--- src/rtl/adq_pkg.sv ---
package adq_pkg;
  typedef enum logic {
    STEP_FIXED = 1'b0,
    STEP_ADAPT = 1'b1
  } step_mode_e;

  localparam int unsigned ADQ_PIX_W      = 8;
  localparam int unsigned ADQ_GROW_SHIFT = 3;
endpackage

--- src/rtl/adq_rst_sync.sv ---
module adq_rst_sync (
  input  logic clk,
  input  logic rst_n,
  output logic rst_ns
);
  logic [1:0] sync_q;

  always_ff @(posedge clk or negedge rst_n) begin
    if (!rst_n) sync_q <= 2'b00;
    else        sync_q <= {sync_q[0], 1'b1};
  end

  assign rst_ns = sync_q[1];
endmodule

--- src/rtl/adq_gray2bin.sv ---
module adq_gray2bin #(
  parameter int unsigned W = 8
) (
  input  logic [W-1:0] gray_i,
  output logic [W-1:0] bin_o
);
  assign bin_o[W-1] = gray_i[W-1];

  for (genvar i = W - 2; i >= 0; i--) begin : g_bit
    assign bin_o[i] = bin_o[i+1] ^ gray_i[i];
  end
endmodule

--- src/rtl/adq_bp_update.sv ---
module adq_bp_update #(
  parameter int unsigned W = 8
) (
  input  logic [W-1:0] bp_i,
  input  logic [W-1:0] step_i,
  input  logic         up_i,
  output logic [W-1:0] bp_next_o
);
  logic [W-1:0] opnd;
  logic [W:0]   sum;

  // subtraction reuses the adder: inverted operand plus carry-in
  always_comb begin
    opnd = up_i ? step_i : ~step_i;
    sum  = {1'b0, bp_i} + {1'b0, opnd} + {{W{1'b0}}, ~up_i};
    if (up_i) bp_next_o = sum[W] ? {W{1'b1}} : sum[W-1:0];
    else      bp_next_o = sum[W] ? sum[W-1:0] : {W{1'b0}};
  end
endmodule

--- src/rtl/adq_step_ctrl.sv ---
module adq_step_ctrl
  import adq_pkg::*;
#(
  parameter int unsigned W     = 8,
  parameter int unsigned SHIFT = 3
) (
  input  logic [W-1:0] step_i,
  input  logic [W-1:0] step_init_i,
  input  step_mode_e   mode_i,
  input  logic         have_prev_i,
  input  logic         prev_bit_i,
  input  logic         cur_bit_i,
  output logic [W-1:0] step_next_o
);
  logic [W:0] grown;

  always_comb begin
    grown = {1'b0, step_i} + {1'b0, (step_i >> SHIFT)};
    step_next_o = step_i;
    if (mode_i == STEP_ADAPT && have_prev_i) begin
      if (prev_bit_i == cur_bit_i) step_next_o = grown[W] ? {W{1'b1}} : grown[W-1:0];
      else                         step_next_o = step_init_i;
    end
  end
endmodule

--- src/rtl/adq_quantizer.sv ---
module adq_quantizer
  import adq_pkg::*;
#(
  parameter int unsigned PIX_W    = ADQ_PIX_W,
  parameter int unsigned SHIFT    = ADQ_GROW_SHIFT,
  parameter int unsigned STEP_RST = 16
) (
  input  logic             clk,
  input  logic             rst_n,
  input  logic             px_valid_i,
  input  logic [PIX_W-1:0] px_gray_i,
  input  logic             frame_start_i,
  input  logic             adapt_mode_i,
  input  logic [PIX_W-1:0] step_init_i,
  input  logic             bp_load_i,
  input  logic [PIX_W-1:0] bp_load_val_i,
  output logic             q_valid_o,
  output logic             q_bit_o,
  output logic [PIX_W-1:0] bp_o,
  output logic [PIX_W-1:0] step_o
);
  localparam logic [PIX_W-1:0] BP_MID   = PIX_W'(1) << (PIX_W - 1);
  localparam logic [PIX_W-1:0] STEP_R0  = PIX_W'(STEP_RST);

  logic             rst_ns;
  logic [PIX_W-1:0] pix_bin;
  logic [PIX_W-1:0] bp_q, bp_d, eff_bp, bp_upd;
  logic [PIX_W-1:0] step_q, step_d, eff_step, step_upd;
  logic             have_q, have_d, eff_have;
  logic             prev_q, prev_d;
  logic             qv_q, qv_d, qb_q, qb_d;
  logic             cur_bit;
  logic             state_en;
  step_mode_e       mode;

  assign mode = step_mode_e'(adapt_mode_i);

  adq_rst_sync u_rst (.clk(clk), .rst_n(rst_n), .rst_ns(rst_ns));

  adq_gray2bin #(.W(PIX_W)) u_g2b (.gray_i(px_gray_i), .bin_o(pix_bin));

  // frame start substitutes the restored state before comparison
  always_comb begin
    eff_bp   = frame_start_i ? BP_MID      : bp_q;
    eff_step = frame_start_i ? step_init_i : step_q;
    eff_have = frame_start_i ? 1'b0        : have_q;
    cur_bit  = (pix_bin > eff_bp);
  end

  adq_bp_update #(.W(PIX_W)) u_bpu (
    .bp_i(eff_bp), .step_i(eff_step), .up_i(cur_bit), .bp_next_o(bp_upd)
  );

  adq_step_ctrl #(.W(PIX_W), .SHIFT(SHIFT)) u_stp (
    .step_i(eff_step), .step_init_i(step_init_i), .mode_i(mode),
    .have_prev_i(eff_have), .prev_bit_i(prev_q), .cur_bit_i(cur_bit),
    .step_next_o(step_upd)
  );

  always_comb begin
    state_en = px_valid_i | frame_start_i | bp_load_i;
    bp_d     = eff_bp;
    step_d   = eff_step;
    have_d   = eff_have;
    prev_d   = prev_q;
    if (px_valid_i) begin
      bp_d   = bp_upd;
      step_d = step_upd;
      have_d = 1'b1;
      prev_d = cur_bit;
    end
    if (bp_load_i) bp_d = bp_load_val_i;
    qv_d = px_valid_i;
    qb_d = px_valid_i ? cur_bit : qb_q;
  end

  always_ff @(posedge clk or negedge rst_ns) begin
    if (!rst_ns) begin
      bp_q   <= BP_MID;
      step_q <= STEP_R0;
      have_q <= 1'b0;
      prev_q <= 1'b0;
    end else if (state_en) begin
      bp_q   <= bp_d;
      step_q <= step_d;
      have_q <= have_d;
      prev_q <= prev_d;
    end
  end

  always_ff @(posedge clk or negedge rst_ns) begin
    if (!rst_ns) begin
      qv_q <= 1'b0;
      qb_q <= 1'b0;
    end else begin
      qv_q <= qv_d;
      qb_q <= qb_d;
    end
  end

  assign q_valid_o = qv_q;
  assign q_bit_o   = qb_q;
  assign bp_o      = bp_q;
  assign step_o    = step_q;
endmodule

--- config.mk ---
export PLATFORM = sky130hd
export DESIGN_NAME = adq_quantizer
export DESIGN_NICKNAME = d
export VERILOG_FILES = /design/src/rtl/adq_pkg.sv /design/src/rtl/adq_rst_sync.sv /design/src/rtl/adq_gray2bin.sv /design/src/rtl/adq_bp_update.sv /design/src/rtl/adq_step_ctrl.sv /design/src/rtl/adq_quantizer.sv
export SDC_FILE = /design/constraint.sdc
export NUM_CORES = 1
export LEC_CHECK = 0
export ABC_AREA = 0
export BUFFER_PORTS_ARGS = -buffer_cell sky130_fd_sc_hd__buf_2
export CAP_MARGIN = 20
export CORE_ASPECT_RATIO = 1.75
export CORE_UTILIZATION = 40
export CTS_BUF_LIST = sky130_fd_sc_hd__clkbuf_4 sky130_fd_sc_hd__clkbuf_8
export CTS_CLUSTER_DIAMETER = 100
export DETAILED_ROUTE_END_ITERATION = 10
export GPL_ROUTABILITY_DRIVEN = 0
export PLACE_DENSITY = 0.73
export SYNTH_ARGS = -nofsm -noshare
export SYNTH_HDL_FRONTEND = slang
export SYNTH_HIERARCHICAL = 1
export SYNTH_SLANG_ARGS = --single-unit
--- constraint.sdc ---
create_clock -name clk -period 0.8 [get_ports clk]
set_clock_uncertainty 0.15 [all_clocks]
set_input_delay 0.08 -clock clk [delete_from_list [all_inputs] [get_ports clk]]
set_output_delay 0.08 -clock clk [all_outputs]
set_load 0.01 [all_outputs]
==> report_table.html, run 1 <==
<table>
<tr><th>Metric</th><th>Value</th></tr>
<tr><th colspan="2">Run status</th></tr>
<tr><td>Outcome</td><td>finished, violations left</td></tr>
<tr><td>Violations in the final reports</td><td>negative hold slack, negative setup slack</td></tr>
<tr><th colspan="2">Die</th></tr>
<tr><td>Boundary Pins</td><td>48</td></tr>
<tr><td>Area of the placeable core</td><td>5590 µm²</td></tr>
<tr><td>Effective utilization at floorplan</td><td>41.8%</td></tr>
<tr><td>Cell row count</td><td>36</td></tr>
<tr><td>Die ar.</td><td>6170 µm²</td></tr>
<tr><td>Die X</td><td>59.8 µm</td></tr>
<tr><td>Die Height</td><td>103 µm</td></tr>
<tr><th colspan="2">Worst setup path</th></tr>
<tr><td>CP Launch Type</td><td>input pin</td></tr>
<tr><td>CP max stage cell</td><td>sky130_fd_sc_hd__xnor3_2</td></tr>
<tr><td>Required time of the critical path</td><td>0.82 ns</td></tr>
<tr><td>Cells traversed along the worst timing path</td><td>buf_8, xnor2_4, xnor3_2, xnor2_2, ha_1, nor2b_1, o211a_1, o21ai_2, a21oi_4, buf_12, buf_12, xnor2_4, ha_4, a21oi_4, and2_4, o22ai_4, nor3_4, buf_6, o21ai_1, a21oi_1, o21ai_1</td></tr>
<tr><td>Critical path class</td><td>input pin to flop</td></tr>
<tr><td>Largest driver fanout on the critical path</td><td>6</td></tr>
<tr><td>Crit path capture type</td><td>flop</td></tr>
<tr><td>Endpoint of the lowest-slack register-to-register path</td><td>bp_o[4]</td></tr>
<tr><td>Register-to-register path setup slack</td><td>-2.89 ns</td></tr>
<tr><td>FF-to-FF Start</td><td>bp_o[7]</td></tr>
<tr><td>Number of cells on the worst reg-to-reg path</td><td>18</td></tr>
<tr><td>Signal arrival time at the worst endpoint</td><td>3.76 ns</td></tr>
<tr><td>Max stage delay on crit path</td><td>0.41 ns</td></tr>
<tr><td>First element of the critical path</td><td>px_gray_i[5]</td></tr>
<tr><th colspan="2">Clock tree</th></tr>
<tr><td>Number of H-tree branching levels</td><td>1</td></tr>
<tr><td>Master cell of the clock root buffer</td><td>sky130_fd_sc_hd__clkbuf_8</td></tr>
<tr><td>Clock slew at reported path FFs</td><td>0.10 ns</td></tr>
<tr><td>TritonCTS clock tree</td><td>built</td></tr>
<tr><td>Hold buffer count at cts</td><td>3</td></tr>
<tr><td>Maximum buffer depth of the clock tree</td><td>2</td></tr>
<tr><td>Clk_lat worst skew</td><td>0.29 ns</td></tr>
<tr><td>Number of clock buffers inserted by TritonCTS</td><td>3</td></tr>
<tr><td>Clk sinks</td><td>22</td></tr>
<tr><th colspan="2">Yosys</th></tr>
<tr><td>Net Count, Synth</td><td>317</td></tr>
<tr><td>Avg Inst Size Synth</td><td>8.85 µm²</td></tr>
<tr><td>Number of library cell types mapped by synthesis</td><td>57</td></tr>
<tr><td>Dominant register cell in the synthesized netlist</td><td>sky130_fd_sc_hd__dfrtp_1</td></tr>
<tr><td>EDFF count, synth</td><td>0</td></tr>
<tr><td>Share of the yosys chip area belonging to registers</td><td>23.7%</td></tr>
<tr><td>Number of instances in the synthesized netlist</td><td>264</td></tr>
<tr><td>Post-synthesis cell area</td><td>2340 µm²</td></tr>
<tr><td>Async set-or-reset flop fraction in the synthesized netlist</td><td>100%</td></tr>
<tr><td>FF+latch count, synth</td><td>22</td></tr>
<tr><td>Synth warnings</td><td>6</td></tr>
<tr><th colspan="2">Global routing</th></tr>
<tr><td>Maximum number of pins on one net before global-route repair</td><td>21</td></tr>
<tr><td>Global-route wire length before repair</td><td>12.4 mm</td></tr>
<tr><td>Remaining Overflow, GRT</td><td>0</td></tr>
<tr><td>Overall Global Routing Usage</td><td>27.1%</td></tr>
<tr><td>Initial antenna violation count</td><td>0</td></tr>
<tr><td>Vias in the first global route</td><td>2,844</td></tr>
<tr><th colspan="2">Min path</th></tr>
<tr><td>Worst Hold Endpoint</td><td>bp_o[6]</td></tr>
<tr><td>Hold Crit Depth</td><td>3</td></tr>
<tr><td>Source of the worst hold timing path</td><td>bp_load_val_i[6]</td></tr>
<tr><td>Type of the most critical hold path</td><td>input pin to flop</td></tr>
<tr><th colspan="2">Drt</th></tr>
<tr><td>Number of DRC violations after detailed routing</td><td>0</td></tr>
<tr><td>Number of nets with antenna violations after routing</td><td>0</td></tr>
<tr><td>Total number of vias</td><td>2,717</td></tr>
<tr><td>Initial drt markers</td><td>102</td></tr>
<tr><td>Routed Wire Length</td><td>9.14 mm</td></tr>
<tr><td>Routed len/inst</td><td>19.4 µm</td></tr>
<tr><td>Number of iterations in the first detailed-routing pass</td><td>4</td></tr>
<tr><td>Avg Vias per Cell</td><td>5.77</td></tr>
<tr><th colspan="2">Power</th></tr>
<tr><td>Leakage</td><td>1.96 nW</td></tr>
<tr><td>Overall power of the completed layout</td><td>15.6 mW</td></tr>
<tr><td>Worst ir drop on vdd</td><td>1790 µV</td></tr>
<tr><td>Pwr dens</td><td>3810 nW/µm²</td></tr>
<tr><th colspan="2">Cells and area</th></tr>
<tr><td>Most frequent standard cell in the layout excluding fill and tap cells</td><td>sky130_fd_sc_hd__buf_4</td></tr>
<tr><td>Net count, final</td><td>449</td></tr>
<tr><td>Fill cells</td><td>365</td></tr>
<tr><td>Fraction of final layout cells sized beyond drive strength 1</td><td>57.5%</td></tr>
<tr><td>Layout Cell Area excl Fill</td><td>4090 µm²</td></tr>
<tr><td>Register area</td><td>554 µm²</td></tr>
<tr><td>Commonest non-fill, non-tap cells in the layout</td><td>sky130_fd_sc_hd__buf_4, sky130_fd_sc_hd__buf_2, sky130_fd_sc_hd__buf_6, sky130_fd_sc_hd__nand2_1, sky130_fd_sc_hd__dfrtp_1</td></tr>
<tr><td>Area of combinational cells with multiple inputs</td><td>2140 µm²</td></tr>
<tr><td>Number of cells in the finished layout apart from fillers</td><td>471</td></tr>
<tr><td>Area growth, synth to finish</td><td>75.2%</td></tr>
<tr><td>Antenna cell count</td><td>0</td></tr>
<tr><th colspan="2">Placed design</th></tr>
<tr><td>Setup Slack @ Placement</td><td>-3.11 ns</td></tr>
<tr><td>Area after detailed placement</td><td>3330 µm²</td></tr>
<tr><td>Number of instances in the placed design</td><td>455</td></tr>
<tr><td>Count of buffers from port buffering</td><td>47</td></tr>
<tr><td>HPWL reported at the end of detailed placement</td><td>5.53 mm</td></tr>
<tr><th colspan="2">Timing</th></tr>
<tr><td>Worst setup margin</td><td>-2.94 ns</td></tr>
<tr><td>Setup repair after global routing missed its margin</td><td>true</td></tr>
<tr><td>Final hold violation count</td><td>9</td></tr>
<tr><td>Finish-stage setup viols</td><td>37</td></tr>
<tr><td>Share of the clock period used by the worst path after layout</td><td>467%</td></tr>
<tr><td>Transition time at the pin with the least slew margin</td><td>0.590 ns</td></tr>
<tr><td>Highest clock rate</td><td>268 MHz</td></tr>
<tr><td>Fin Hold WS</td><td>-0.150 ns</td></tr>
<tr><td>Max-slew headroom</td><td>60.7%</td></tr>
<tr><td>Minimum clock period</td><td>3.74 ns</td></tr>
<tr><td>Max Slew Vio Count</td><td>0</td></tr>
<tr><th colspan="2">Flow run</th></tr>
<tr><td>Reported max-cap violation count</td><td>0</td></tr>
</table>
power breakdown:
group | leakage (nW) | total (mW) | switching (mW) | internal (mW)
Clock | 0.0357 | 1.14 | 0.465 | 0.672
Combinational | 1.67 | 12.7 | 6.11 | 6.63
Sequential | 0.260 | 1.74 | 0.296 | 1.44
how the worst max path moves through the flow:
| stage | end | slack, ns | cells after the start |
|---|---|---|---|
| 6_report | bp_o[4] | -2.94 | 21 |
| 3_5_place_dp | bp_o[0] | -3.11 | 20 |
| 2_1_floorplan | bp_o[6] | -2.83 | 18 |
| 3_3_place_gp | bp_o[3] | -2.95 | 20 |
| 4_1_cts | bp_o[0] | -2.74 | 20 |
| 5_1_grt | bp_o[4] | -3.08 | 21 |
through the flow:
| stage | hold slack [ns] | setup TNS (ns) | utilization (%) |
|---|---|---|---|
| after global routing | -0.128 | -51.53 | 73.3 |
| after global placement | -0.285 | -47.09 | 59.7 |
| after CTS | -0.153 | -48.63 | 68.0 |
| after floorplan | -0.366 | -40.45 | - |
| after detailed placement | -0.284 | -48.94 | 59.7 |
| final | -0.150 | -48.99 | 73.3 |
registers in the layout, summed over array words and instances (netlist names):
register / flops
bp_o: 8
q_valid_o: 1
prev_q: 1
step_o: 8
q_bit_o: 1
u_rst/sync_q: 2
have_q: 1
layer usage:
metal	track usage (%)	part of all wire, %	vias up
met3	2.89	3.3	68
met4	20.9	8.4	0
li1	-	-	1208
met1	23.8	33	1316
met2	52.8	55	125
met5	0	0	-
cell type report:
class / instances / area share, %
clock buffer: 3 / 1.01
multi-input combinational: 219 / 52.2
timing repair buffer: 137 / 29.0
clock inverter: 1 / 0.733
sequential: 22 / 13.5
tap: 76 / 2.32
inverter: 13 / 1.19
logic make-up after synthesis:
family          after synthesis  share of synthesized area, %
simple gates                 73                          16.0
flops                        22                          23.7
fa+ha+maj                    23                          13.0
mux                          18                          8.73
compound gates               77                          22.1
buf+inv                      24                          5.46
other cells                   1                         0.160
xor+xnor                     26                          11.0
what timing repair did:
item	in CTS	in global routing
pin swaps	20	39
setup buffers	7	8
endpoints found under the setup margin	37	38
gates resized for setup	65	55
hold endpoints to repair	11	9
gates cloned	2	0
worst max-delay path, delay by kind of cell:
family / cells / cell delay, ns
xor+xnor: 4 / 0.91
simple gates: 3 / 0.49
buf+inv: 4 / 0.57
compound gates: 8 / 1.15
fa+ha+maj: 2 / 0.55
Yosys cell counts (3+ instances only):
| library cell | number | area [µm²] |
|---|---|---|
| sky130_fd_sc_hd__nand2b_1 | 8 | 50.1 |
| sky130_fd_sc_hd__nor2b_1 | 4 | 25.0 |
| sky130_fd_sc_hd__mux2_2 | 15 | 169 |
| sky130_fd_sc_hd__o21a_1 | 4 | 30.0 |
| sky130_fd_sc_hd__a21o_1 | 6 | 45.0 |
| sky130_fd_sc_hd__o21ai_1 | 3 | 15.0 |
| sky130_fd_sc_hd__o22ai_1 | 3 | 18.8 |
| sky130_fd_sc_hd__xor2_1 | 5 | 43.8 |
| sky130_fd_sc_hd__nor2_1 | 14 | 52.6 |
| sky130_fd_sc_hd__o21ai_0 | 23 | 115 |
| sky130_fd_sc_hd__and3_1 | 4 | 25.0 |
| sky130_fd_sc_hd__nand2_1 | 23 | 86.3 |
| sky130_fd_sc_hd__nand3_1 | 4 | 20.0 |
| sky130_fd_sc_hd__xnor2_1 | 18 | 158 |
| sky130_fd_sc_hd__a211oi_1 | 5 | 37.5 |
| sky130_fd_sc_hd__buf_2 | 3 | 15.0 |
| sky130_fd_sc_hd__a21oi_1 | 15 | 75.1 |
| sky130_fd_sc_hd__inv_1 | 13 | 48.8 |
| sky130_fd_sc_hd__ha_1 | 21 | 263 |
| sky130_fd_sc_hd__dfrtp_1 | 20 | 500 |
| sky130_fd_sc_hd__buf_6 | 4 | 45.0 |
(Power assumes the default switching activity.)
==> run 2: changes to the inputs <==
--- a/config.mk
+++ b/config.mk
@@ -10,11 +10,10 @@
 export CAP_MARGIN = 20
 export CORE_ASPECT_RATIO = 1.75
 export CORE_UTILIZATION = 40
-export CTS_BUF_LIST = sky130_fd_sc_hd__clkbuf_4 sky130_fd_sc_hd__clkbuf_8
 export CTS_CLUSTER_DIAMETER = 100
 export DETAILED_ROUTE_END_ITERATION = 10
 export GPL_ROUTABILITY_DRIVEN = 0
-export PLACE_DENSITY = 0.73
+export PLACE_DENSITY = 0.7
 export SYNTH_ARGS = -nofsm -noshare
 export SYNTH_HDL_FRONTEND = slang
 export SYNTH_HIERARCHICAL = 1
==> constraint.sdc (replaced) <==
create_clock -name clk -period 4.5 [get_ports clk]
set_clock_uncertainty 0.15 [all_clocks]
set_input_delay 0.45 -clock clk [delete_from_list [all_inputs] [get_ports clk]]
set_output_delay 0.45 -clock clk [all_outputs]
set_load 0.01 [all_outputs]
==> report_table.html, run 2 (synthesized netlist as in run 1, its figures left out) <==
<table>
<tr><th>Metric</th><th>Value</th></tr>
<tr><th colspan="2">Drt</th></tr>
<tr><td>Routed len/inst</td><td>15.0 µm (was 19.4 µm)</td></tr>
<tr><td>Number of iterations in the first detailed-routing pass</td><td>4 (unchanged)</td></tr>
<tr><td>Wire length on met2</td><td>3.37 mm (was 5.04 mm)</td></tr>
<tr><td>Routed length on met3</td><td>149 µm (was 306 µm)</td></tr>
<tr><td>Total number of vias</td><td>2,114 (was 2,717)</td></tr>
<tr><td>Top Metal Used</td><td>met4 (unchanged)</td></tr>
<tr><td>Number of DRC violations after detailed routing</td><td>0 (unchanged)</td></tr>
<tr><td>Number of nets with antenna violations after routing</td><td>0 (unchanged)</td></tr>
<tr><td>Avg Vias per Cell</td><td>5.49 (was 5.77)</td></tr>
<tr><td>Routed metal-1 wirelength</td><td>2.09 mm (was 3.03 mm)</td></tr>
<tr><td>Routed Wire Length</td><td>5.78 mm (was 9.14 mm)</td></tr>
<tr><td>Initial drt markers</td><td>49 (was 102)</td></tr>
<tr><th colspan="2">Worst setup path</th></tr>
<tr><td>CP max stage cell</td><td>sky130_fd_sc_hd__xnor3_2 (unchanged)</td></tr>
<tr><td>CP Launch Type</td><td>input pin (unchanged)</td></tr>
<tr><td>Most frequent cell on the critical path</td><td>sky130_fd_sc_hd__o21ai_0</td></tr>
<tr><td>First element of the critical path</td><td>px_gray_i[6] (was px_gray_i[5])</td></tr>
<tr><td>FF-to-FF Start</td><td>bp_o[7] (unchanged)</td></tr>
<tr><td>Critical path class</td><td>input pin to flop (unchanged)</td></tr>
<tr><td>Signal arrival time at the worst endpoint</td><td>4.18 ns (was 3.76 ns)</td></tr>
<tr><td>Largest driver fanout on the critical path</td><td>12 (was 6)</td></tr>
<tr><td>Number of cells on the worst reg-to-reg path</td><td>16 (was 18)</td></tr>
<tr><td>Register-to-register path setup slack</td><td>0.83 ns (was -2.89 ns)</td></tr>
<tr><td>Required time of the critical path</td><td>4.50 ns (was 0.82 ns)</td></tr>
<tr><td>Crit path capture type</td><td>flop (unchanged)</td></tr>
<tr><td>Worst setup path endpoint</td><td>bp_o[0] (was bp_o[4])</td></tr>
<tr><td>Cells traversed along the worst timing path</td><td>buf_2, xnor2_2, xnor3_2, xnor2_1, ha_1, nor2b_1, o211a_1, o21ai_0, a21oi_1, buf_4, xnor2_1, ha_1, a21o_1, a21oi_1, o22ai_1, o21ai_2, o21ai_0, mux2i_1, o21ai_0 (was buf_8, xnor2_4, xnor3_2, xnor2_2, ha_1, nor2b_1, o211a_1, o21ai_2, a21oi_4, buf_12, buf_12, xnor2_4, ha_4, a21oi_4, and2_4, o22ai_4, nor3_4, buf_6, o21ai_1, a21oi_1, o21ai_1)</td></tr>
<tr><td>Endpoint of the lowest-slack register-to-register path</td><td>bp_o[0] (was bp_o[4])</td></tr>
<tr><td>Max stage delay on crit path</td><td>0.42 ns (was 0.41 ns)</td></tr>
<tr><th colspan="2">Clock tree</th></tr>
<tr><td>Clk sinks</td><td>22 (unchanged)</td></tr>
<tr><td>Clock slew at reported path FFs</td><td>0.10 ns (about the same)</td></tr>
<tr><td>Post CTS Setup Buffer Count</td><td>0 (was 7)</td></tr>
<tr><td>Number of clock buffers inserted by TritonCTS</td><td>3 (unchanged)</td></tr>
<tr><td>Maximum buffer depth of the clock tree</td><td>2 (unchanged)</td></tr>
<tr><td>Number of H-tree branching levels</td><td>1 (unchanged)</td></tr>
<tr><td>Clk_lat worst skew</td><td>0.28 ns (was 0.29 ns)</td></tr>
<tr><td>TritonCTS clock tree</td><td>built (unchanged)</td></tr>
<tr><td>Master cell of the clock root buffer</td><td>sky130_fd_sc_hd__clkbuf_8 (unchanged)</td></tr>
<tr><th colspan="2">Power</th></tr>
<tr><td>Worst ir drop on vdd</td><td>248 µV (was 1790 µV)</td></tr>
<tr><td>Sequential share of power</td><td>18.1% (was 11.1%)</td></tr>
<tr><td>Switching power</td><td>736 µW (was 6.87 mW)</td></tr>
<tr><td>Power share of the clock group</td><td>12.2% (was 7.3%)</td></tr>
<tr><td>Proportion of total power due to net switching</td><td>45.7% (was 44.0%)</td></tr>
<tr><td>Combinational cell fraction of total power</td><td>69.7% (was 81.6%)</td></tr>
<tr><td>Pwr dens</td><td>597 nW/µm² (was 3810 nW/µm²)</td></tr>
<tr><td>Design internal power</td><td>876 µW (was 8.74 mW)</td></tr>
<tr><td>Leakage</td><td>1.30 nW (was 1.96 nW)</td></tr>
<tr><th colspan="2">Cells and area</th></tr>
<tr><td>Commonest non-fill, non-tap cells in the layout</td><td>sky130_fd_sc_hd__buf_2, sky130_fd_sc_hd__o21ai_0, sky130_fd_sc_hd__nand2_1, sky130_fd_sc_hd__ha_1, sky130_fd_sc_hd__dfrtp_1 (was sky130_fd_sc_hd__buf_4, sky130_fd_sc_hd__buf_2, sky130_fd_sc_hd__buf_6, sky130_fd_sc_hd__nand2_1, sky130_fd_sc_hd__dfrtp_1)</td></tr>
<tr><td>Most frequent standard cell in the layout excluding fill and tap cells</td><td>sky130_fd_sc_hd__buf_2 (was sky130_fd_sc_hd__buf_4)</td></tr>
<tr><td>Fraction of final layout cells sized beyond drive strength 1</td><td>29.1% (was 57.5%)</td></tr>
<tr><td>Fill cells</td><td>579 (was 365)</td></tr>
<tr><td>Net count, final</td><td>363 (was 449)</td></tr>
<tr><td>Final core utilization</td><td>48.3% (was 73.3%)</td></tr>
<tr><td>Antenna cell count</td><td>0 (unchanged)</td></tr>
<tr><td>Number of cells in the finished layout apart from fillers</td><td>385 (was 471)</td></tr>
<tr><td>Area growth, synth to finish</td><td>15.5% (was 75.2%)</td></tr>
<tr><th colspan="2">Timing</th></tr>
<tr><td>Max-slew headroom</td><td>41.0% (was 60.7%)</td></tr>
<tr><td>Transition time at the pin with the least slew margin</td><td>0.885 ns (was 0.590 ns)</td></tr>
<tr><td>Highest clock rate</td><td>239 MHz</td></tr>
<tr><td>Fin Hold WS</td><td>0.216 ns (was -0.150 ns)</td></tr>
<tr><td>Finish-stage setup viols</td><td>0 (was 37)</td></tr>
<tr><td>Max Slew Vio Count</td><td>0 (unchanged)</td></tr>
<tr><td>Final hold violation count</td><td>0 (was 9)</td></tr>
<tr><td>Worst setup margin</td><td>0.320 ns (was -2.94 ns)</td></tr>
<tr><td>Share of the clock period used by the worst path after layout</td><td>92.9%</td></tr>
<tr><td>Setup repair after global routing missed its margin</td><td>false (was true)</td></tr>
<tr><td>Setup TNS Final</td><td>0 ns (was -48.99 ns)</td></tr>
<tr><td>Minimum clock period</td><td>4.18 ns</td></tr>
<tr><th colspan="2">Placed design</th></tr>
<tr><td>Setup Slack @ Placement</td><td>0.00810 ns (was -3.11 ns)</td></tr>
<tr><td>Number of instances in the placed design</td><td>380 (was 455)</td></tr>
<tr><td>Count of buffers from port buffering</td><td>47 (unchanged)</td></tr>
<tr><td>HPWL reported at the end of detailed placement</td><td>4.55 mm (was 5.53 mm)</td></tr>
<tr><th colspan="2">Global routing</th></tr>
<tr><td>Global-route wire length before repair</td><td>9.29 mm (was 12.4 mm)</td></tr>
<tr><td>Remaining Overflow, GRT</td><td>0 (unchanged)</td></tr>
<tr><td>Overall Global Routing Usage</td><td>20.0% (was 27.1%)</td></tr>
<tr><td>Maximum number of pins on one net before global-route repair</td><td>29 (was 21)</td></tr>
<tr><td>Vias in the first global route</td><td>2,057 (was 2,844)</td></tr>
<tr><td>Initial antenna violation count</td><td>0 (unchanged)</td></tr>
<tr><th colspan="2">Die</th></tr>
<tr><td>Area of the placeable core</td><td>5590 µm² (unchanged)</td></tr>
<tr><td>Die ar.</td><td>6170 µm² (unchanged)</td></tr>
<tr><td>Die X</td><td>59.8 µm (unchanged)</td></tr>
<tr><td>Die Height</td><td>103 µm (unchanged)</td></tr>
<tr><td>Boundary Pins</td><td>48 (unchanged)</td></tr>
<tr><td>Effective utilization at floorplan</td><td>41.8% (unchanged)</td></tr>
<tr><td>Cell row count</td><td>36 (unchanged)</td></tr>
<tr><th colspan="2">Run status</th></tr>
<tr><td>Outcome</td><td>complete, no violations (was finished, violations left)</td></tr>
<tr><th colspan="2">Min path</th></tr>
<tr><td>Type of the most critical hold path</td><td>flop to asynchronous set/reset pin (was input pin to flop)</td></tr>
<tr><th colspan="2">Flow run</th></tr>
<tr><td>Reported max-cap violation count</td><td>0 (unchanged)</td></tr>
</table>
-- run 2: worst min-delay path by stage --
stage	start	endpoint	cells past startpoint
floorplan	rst_n	u_rst/sync_q[0]	0
global placement	rst_n	u_rst/sync_q[1]	1
detailed placement	rst_n	u_rst/sync_q[1]	1
CTS	bp_load_val_i[4]	bp_o[4]	3
global route	bp_load_val_i[4]	bp_o[4]	3
finish	u_rst/sync_q[1]	bp_o[3]	0
-- run 2: critical path: cells and delay by family --
family / cells / cell delay [ns]
AOI/OAI and AO/OA: 9 / 1.52
adders and majority gates: 2 / 0.61
and+or+nand+nor: 1 / 0.13
xor gates and xnor gates: 4 / 1.00
buffers and inverters: 2 / 0.31
muxes: 1 / 0.15
-- run 2: metal layers --
| layer | vias to the layer above | track usage [%] |
|---|---|---|
| met5 | - | 0 |
| met4 | 0 | 10.2 |
| met3 | 12 | 1.25 |
| met2 | 44 | 40.3 |
| met1 | 1016 | 19.2 |
| li1 | 1042 | - |
-- run 2: area by class of cell --
type / count / area (µm²) / share of cell area [%]
repair buffers: 52 / 275 / 10.2
multi-input cells: 218 / 1660 / 61.4
clock inverters: 1 / 30.0 / 1.11
clock buffers: 3 / 41.3 / 1.53
flip-flops and latches: 22 / 553 / 20.5
inverters: 13 / 48.8 / 1.81
well taps: 76 / 95.1 / 3.52
-- run 2: timing repair --
| item | in CTS | in global routing |
|---|---|---|
| hold buffers | 1 | 0 |
| gates resized for setup | 0 | 0 |
| endpoints found under the hold margin | 2 | 0 |
-- run 2: power groups by stage --
stage	logic [mW]	clock network [mW]	registers, mW
after global routing	1.24	0.209	0.299
after detailed placement	1.11	0	0.297
after CTS	1.12	0.200	0.294
after global placement	1.09	0	0.295
final	1.12	0.197	0.292
after floorplan	0.833	0	0.317
-- run 2: stage by stage --
| step | power [mW] | instance area (µm²) |
|---|---|---|
| after CTS | 1.61 | 2700 |
| final | 1.61 | 2700 |
| after global routing | 1.75 | 2700 |
| after floorplan | 1.15 | 2340 |
| after global placement | 1.39 | 2620 |
| after detailed placement | 1.41 | 2620 |
